**config.mk**
```make
export PLATFORM = sky130hd
export DESIGN_NAME = flag_thunk_eval
export DESIGN_NICKNAME = d
export VERILOG_FILES = /design/src/rtl/flag_thunk_pkg.sv /design/src/rtl/thunk_store.sv /design/src/rtl/adder_flags.sv /design/src/rtl/flag_calc.sv /design/src/rtl/flag_thunk_eval.sv
export SDC_FILE = /design/constraint.sdc
export NUM_CORES = 1
export LEC_CHECK = 0
export ABC_AREA = 1
export BUFFER_PORTS_ARGS = -buffer_cell sky130_fd_sc_hd__buf_2
export CAP_MARGIN = 15
export CELL_PAD_IN_SITES_DETAIL_PLACEMENT = 1
export CELL_PAD_IN_SITES_GLOBAL_PLACEMENT = 1
export CORE_MARGIN = 2
export CORE_UTILIZATION = 31
export CTS_BUF_LIST = sky130_fd_sc_hd__clkbuf_2 sky130_fd_sc_hd__clkbuf_4 sky130_fd_sc_hd__clkbuf_8
export CTS_CLUSTER_SIZE = 28
export DETAILED_ROUTE_END_ITERATION = 6
export PLACE_DENSITY_LB_ADDON = 0.3
export SYNTH_ARGS = -nofsm -noshare
export SYNTH_HDL_FRONTEND = slang
export SYNTH_HIERARCHICAL = 1
export SYNTH_SLANG_ARGS = --single-unit
```
**constraint.sdc**
```tcl
create_clock -name clk -period 7.1 [get_ports clk]
set_clock_uncertainty 0.05 [all_clocks]
set_input_delay 1.065 -clock clk [delete_from_list [all_inputs] [get_ports clk]]
set_output_delay 1.065 -clock clk [all_outputs]
set_load 0.05 [all_outputs]
```
**src/rtl/flag_thunk_pkg.sv**
```systemverilog
package flag_thunk_pkg;

    localparam int WORD_W   = 64;
    localparam int HALF_W   = 32;
    localparam int OP_W     = 4;
    localparam int COND_W   = 4;
    localparam int SEL_W    = OP_W + COND_W;
    localparam int FLAG_LSB = 28;

    localparam logic [OP_W-1:0] OP_COPY    = 4'd0;
    localparam logic [OP_W-1:0] OP_ADD32   = 4'd1;
    localparam logic [OP_W-1:0] OP_ADD64   = 4'd2;
    localparam logic [OP_W-1:0] OP_SUB32   = 4'd3;
    localparam logic [OP_W-1:0] OP_SUB64   = 4'd4;
    localparam logic [OP_W-1:0] OP_ADC32   = 4'd5;
    localparam logic [OP_W-1:0] OP_ADC64   = 4'd6;
    localparam logic [OP_W-1:0] OP_SBC32   = 4'd7;
    localparam logic [OP_W-1:0] OP_SBC64   = 4'd8;
    localparam logic [OP_W-1:0] OP_LOGIC32 = 4'd9;
    localparam logic [OP_W-1:0] OP_LOGIC64 = 4'd10;

    typedef enum logic [COND_W-1:0] {
        CND_EQ = 4'd0,  CND_NE = 4'd1,  CND_HS = 4'd2,  CND_LO = 4'd3,
        CND_MI = 4'd4,  CND_PL = 4'd5,  CND_VS = 4'd6,  CND_VC = 4'd7,
        CND_HI = 4'd8,  CND_LS = 4'd9,  CND_GE = 4'd10, CND_LT = 4'd11,
        CND_GT = 4'd12, CND_LE = 4'd13, CND_AL = 4'd14, CND_NV = 4'd15
    } cond_e;

    typedef struct packed {
        logic n;
        logic z;
        logic c;
        logic v;
    } flags_t;

    typedef struct packed {
        logic [OP_W-1:0]   op;
        logic [WORD_W-1:0] arg1;
        logic [WORD_W-1:0] arg2;
        logic [WORD_W-1:0] arg3;
    } thunk_t;

    typedef struct packed {
        logic is_copy;
        logic is_arith;
        logic is_sub;
        logic take_carry;
        logic is_logic;
        logic wide;
    } op_ctl_t;

    function automatic op_ctl_t decode_op(input logic [OP_W-1:0] op);
        op_ctl_t c;
        c = '0;
        case (op)
            OP_COPY:    c.is_copy = 1'b1;
            OP_ADD32:   c.is_arith = 1'b1;
            OP_ADD64:   begin c.is_arith = 1'b1; c.wide = 1'b1; end
            OP_SUB32:   begin c.is_arith = 1'b1; c.is_sub = 1'b1; end
            OP_SUB64:   begin c.is_arith = 1'b1; c.is_sub = 1'b1; c.wide = 1'b1; end
            OP_ADC32:   begin c.is_arith = 1'b1; c.take_carry = 1'b1; end
            OP_ADC64:   begin c.is_arith = 1'b1; c.take_carry = 1'b1; c.wide = 1'b1; end
            OP_SBC32:   begin c.is_arith = 1'b1; c.is_sub = 1'b1; c.take_carry = 1'b1; end
            OP_SBC64:   begin
                c.is_arith = 1'b1; c.is_sub = 1'b1; c.take_carry = 1'b1; c.wide = 1'b1;
            end
            OP_LOGIC32: c.is_logic = 1'b1;
            OP_LOGIC64: begin c.is_logic = 1'b1; c.wide = 1'b1; end
            default:    c = '0;
        endcase
        return c;
    endfunction

    function automatic logic cond_holds(input logic [COND_W-1:0] cond, input flags_t f);
        logic r;
        case (cond_e'(cond))
            CND_EQ:  r = f.z;
            CND_NE:  r = !f.z;
            CND_HS:  r = f.c;
            CND_LO:  r = !f.c;
            CND_MI:  r = f.n;
            CND_PL:  r = !f.n;
            CND_VS:  r = f.v;
            CND_VC:  r = !f.v;
            CND_HI:  r = f.c && !f.z;
            CND_LS:  r = !f.c || f.z;
            CND_GE:  r = (f.n == f.v);
            CND_LT:  r = (f.n != f.v);
            CND_GT:  r = !f.z && (f.n == f.v);
            CND_LE:  r = f.z || (f.n != f.v);
            default: r = 1'b1;
        endcase
        return r;
    endfunction

endpackage

```
**src/rtl/thunk_store.sv**
```systemverilog
module thunk_store
    import flag_thunk_pkg::*;
(
    input  logic   clk,
    input  logic   rst,
    input  logic   wr_en,
    input  thunk_t wr_rec,
    output thunk_t rec_q
);
    always_ff @(posedge clk) begin
        if (rst) begin
            rec_q <= '0;
        end else if (wr_en) begin
            rec_q <= wr_rec;
        end
    end
endmodule

```
**src/rtl/adder_flags.sv**
```systemverilog
module adder_flags
    import flag_thunk_pkg::*;
#(
    parameter int W = 64
) (
    input  logic [W-1:0] a,
    input  logic [W-1:0] b,
    input  logic         cin,
    input  logic         invert_b,
    output flags_t       flags
);
    logic [W-1:0] b_eff;
    logic [W:0]   sum;
    logic [W-1:0] res;

    always_comb begin
        b_eff   = invert_b ? ~b : b;
        sum     = {1'b0, a} + {1'b0, b_eff} + {{W{1'b0}}, cin};
        res     = sum[W-1:0];
        flags.n = res[W-1];
        flags.z = (res == '0);
        flags.c = sum[W];
        flags.v = (a[W-1] == b_eff[W-1]) && (res[W-1] != a[W-1]);
    end
endmodule

```
**src/rtl/flag_calc.sv**
```systemverilog
module flag_calc
    import flag_thunk_pkg::*;
(
    input  logic [OP_W-1:0]   op,
    input  logic [WORD_W-1:0] arg1,
    input  logic [WORD_W-1:0] arg2,
    input  logic [WORD_W-1:0] arg3,
    output flags_t            flags
);
    localparam int N_WIDTHS = 2;

    op_ctl_t ctl;
    logic    carry_in;
    flags_t  arith_f [N_WIDTHS];
    flags_t  logic_f;
    logic    unused_arg3_hi;

    assign ctl            = decode_op(op);
    assign carry_in       = ctl.take_carry ? arg3[0] : ctl.is_sub;
    assign unused_arg3_hi = ^arg3[WORD_W-1:1];

    for (genvar g = 0; g < N_WIDTHS; g++) begin : g_width
        localparam int GW = (g == 0) ? HALF_W : WORD_W;
        adder_flags #(.W(GW)) u_add (
            .a        (arg1[GW-1:0]),
            .b        (arg2[GW-1:0]),
            .cin      (carry_in),
            .invert_b (ctl.is_sub),
            .flags    (arith_f[g])
        );
    end

    always_comb begin
        logic_f.c = 1'b0;
        logic_f.v = 1'b0;
        if (ctl.wide) begin
            logic_f.n = arg1[WORD_W-1];
            logic_f.z = (arg1 == '0);
        end else begin
            logic_f.n = arg1[HALF_W-1];
            logic_f.z = (arg1[HALF_W-1:0] == '0);
        end
    end

    always_comb begin
        if (ctl.is_copy) begin
            flags = flags_t'(arg1[FLAG_LSB +: 4]);
        end else if (ctl.is_arith) begin
            flags = arith_f[ctl.wide ? 1 : 0];
        end else if (ctl.is_logic) begin
            flags = logic_f;
        end else begin
            flags = '0;
        end
    end
endmodule

```
**src/rtl/flag_thunk_eval.sv**
```systemverilog
module flag_thunk_eval
    import flag_thunk_pkg::*;
(
    input  logic        clk,
    input  logic        rst,
    input  logic        wr_en,
    input  logic [3:0]  wr_op,
    input  logic [63:0] wr_arg1,
    input  logic [63:0] wr_arg2,
    input  logic [63:0] wr_arg3,
    input  logic [7:0]  q_sel,
    output logic [63:0] nzcv_word,
    output logic [63:0] carry_word,
    output logic [63:0] cond_word
);
    thunk_t          wr_rec;
    thunk_t          rec_q;
    flags_t          main_f;
    flags_t          query_f;
    logic [OP_W-1:0] held_op;

    assign wr_rec  = '{op: wr_op, arg1: wr_arg1, arg2: wr_arg2, arg3: wr_arg3};
    assign held_op = rec_q.op;

    thunk_store u_store (
        .clk    (clk),
        .rst    (rst),
        .wr_en  (wr_en),
        .wr_rec (wr_rec),
        .rec_q  (rec_q)
    );

    flag_calc u_main (
        .op    (rec_q.op),
        .arg1  (rec_q.arg1),
        .arg2  (rec_q.arg2),
        .arg3  (rec_q.arg3),
        .flags (main_f)
    );

    flag_calc u_query (
        .op    (q_sel[OP_W-1:0]),
        .arg1  (rec_q.arg1),
        .arg2  (rec_q.arg2),
        .arg3  (rec_q.arg3),
        .flags (query_f)
    );

    always_comb begin
        nzcv_word                 = '0;
        nzcv_word[FLAG_LSB +: 4]  = main_f;
        carry_word                = '0;
        carry_word[0]             = main_f.c;
        cond_word                 = '0;
        cond_word[0]              = cond_holds(q_sel[SEL_W-1:OP_W], query_f);
    end
endmodule

```
==> results.toml <==
[grt]
grt_start_max_net_pins = 167
antenna_found_initial = 5
grt_use_total_pct = 25.0
grt_pass1_wl_um = 172000
grt_pass1_vias = 30000
overflow = 0

[power]
p_per_area_nw_per_um2 = 178
clkPwrFrac_pct = 14.2
combPwrFrac_pct = 67.5
p_int_mw = 2.16
power_leakage_nw = 18.0
p_sw_mw = 3.02
p_sw_share_pct = 58.3
ir_drop_mv = 0.160
p_seq_share_pct = 18.2

[drt]
drtIter0Drc = 1916
antenna_left = 0
wire_per_inst_um = 17.8
num_vias = 30900
vias_per_cell = 4.76
wl_um = 115000
drc = 0
dr.pass1.iters = 6

[clock_tree]
clock_latency_ns = 0.58
cts_buffers = 17
cts_sinks = 133
h-tree-depth = 4
root_buffer = "clkbuf_8"
clkTransAtPathRegs_ns = 0.09
cts_tree = "yes"
holdBufCountCts = 0
clockBufferDepth = 2

[layout]
multiInputGateArea_um2 = 19700
reg_top3 = "u_store/rec_q (133)"
largest_reg_flops = 133
fin_nets = 5717
fillerInstances = 12400
area.growth.synth_to_final_pct = 7.86
final_util_pct = 33.7
drive_gt1_share_pct = 8.80
finalInstanceArea_um2 = 29100
seq_area_um2 = 2660
largest_register = "u_store/rec_q"

[sta]
setup_viol = 0
fmax_mhz = 147
finalMaxSlewViolations = 0
worstMarginPinSlew_ns = 0.898
period_share_pct = 95.8
fin_crit_ns = 6.80
max-slew-margin-rel_pct = 40.1
final-hold-violation-count = 0

[logic_synthesis]
synth_cells = 5163
syn_area_per_cell_um2 = 5.23
syn_area_um2 = 27000
yosysWarnings = 6

[floorplanning]
fp.dieW_um = 299
core_um2 = 86500
die_area_um2 = 89500
ios = 399
start_util_pct = 31.2
die_h_um = 299
placementRows = 108

[setup_path]
cp.required_ns = 5.98
slowest_delay_ns = 0.38
critPathArrivalTime_ns = 5.69
endpoint_kind = "primary output"
cpLargestDelayFamily = "simple AND/OR/NAND/NOR gates"
startpoint_type = "primary input"
reg2reg_slack_ns = 5.91
slowest_stage = "ha_1"
crit_path_max_fanout = 17
critical_path_buf_inv_count = 9
critPathKind = "primary input to primary output"

[outcome]
status = "complete, no violations"

[run]
max-cap-violations = 0

[place]
dpl-instance-area_um2 = 28400
place.port_buffers = 149
place_hpwl_um = 96200
place.gp.congestion = 0.934

[hold_path]
hp-class = "flip-flop to flip-flop"
[what timing repair did]
action	in CTS	in global routing
gates resized for setup	0	61
endpoints found under the setup margin	0	5
buffers inserted	0	7
[cell usage in the layout, fill, tap and decap left out, types with 14 or more instances in the layout]
| cell | n |
|---|---|
| a21oi_1 | 176 |
| a21oi_2 | 19 |
| buf_2 | 147 |
| buf_4 | 46 |
| clkbuf_8 | 19 |
| conb_1 | 186 |
| dfxtp_1 | 133 |
| ha_1 | 174 |
| ha_2 | 14 |
| inv_1 | 932 |
| inv_2 | 30 |
| nand2_1 | 1829 |
| nand2_2 | 80 |
| nand3_1 | 247 |
| nand3_2 | 25 |
| nand3b_1 | 27 |
| nand4_1 | 50 |
| nor2_1 | 743 |
| nor2_2 | 31 |
| nor3_1 | 24 |
| o21ai_0 | 52 |
| o21bai_1 | 22 |
| xor2_1 | 195 |
[per-stage QoR]
stage / worst slack (ns) / hold slack [ns] / setup TNS [ns] / power, mW / std cells
floorplan: 0.894 / 0.413 / 0 / 3.42 / 5348
global placement: 0.298 / 0.409 / 0 / 4.31 / 6441
detailed placement: 0.222 / 0.420 / 0 / 4.37 / 6441
CTS: 0.00482 / 0.441 / 0 / 5.13 / 6473
global route: -0.0445 / 0.482 / -0.0445 / 5.62 / 6484
finish: 0.297 / 0.433 / 0 / 5.19 / 6485
[worst reg2reg max path, delay by kind of cell, from the launching register on]
kind          cells  cell delay (ns)
flops             1             0.85
simple gates      2             0.23
[path summary, 6_finish.rpt]
check / start / to / cells past startpoint
hold / removal: u_store/rec_q[191] / u_store/rec_q[191] / 2
setup / recovery: q_sel[1] / cond_word[0] / 36
hold reg to reg: u_store/rec_q[191] / u_store/rec_q[191] / 2
setup reg to reg: u_store/rec_q[85] / u_store/rec_q[85] / 2
[power groups by stage]
stage                     Sequential (mW)  Clock (mW)  Combinational, mW
final                               0.946       0.738               3.50
after global routing                0.948       0.779               3.89
after CTS                           0.941       0.762               3.43
after detailed placement            0.958           0               3.41
after global placement              0.958           0               3.35
after floorplan                     0.882           0               2.54
[area by class of cell]
cell class                      count  share of cell area [%]
Timing Repair Buffer              204                    4.39
Multi-Input combinational cell   3994                    67.7
Sequential cell                   133                    9.14
Tap cell                         1155                    4.96
Antenna cell                        3                  0.0258
Inverter                          964                    12.4
Clock inverter                     13                   0.464
Clock buffer                       19                   0.876
[layer usage]
| metal | GRT usage [%] | share of wire [%] |
|---|---|---|
| met1 | 34.6 | 48 |
| met2 | 41.7 | 45 |
| met3 | 1.90 | 4.4 |
| met4 | 6.87 | 2.4 |
| met5 | 0 | 0 |
No activity file was read; power rests on OpenSTA's default activity.
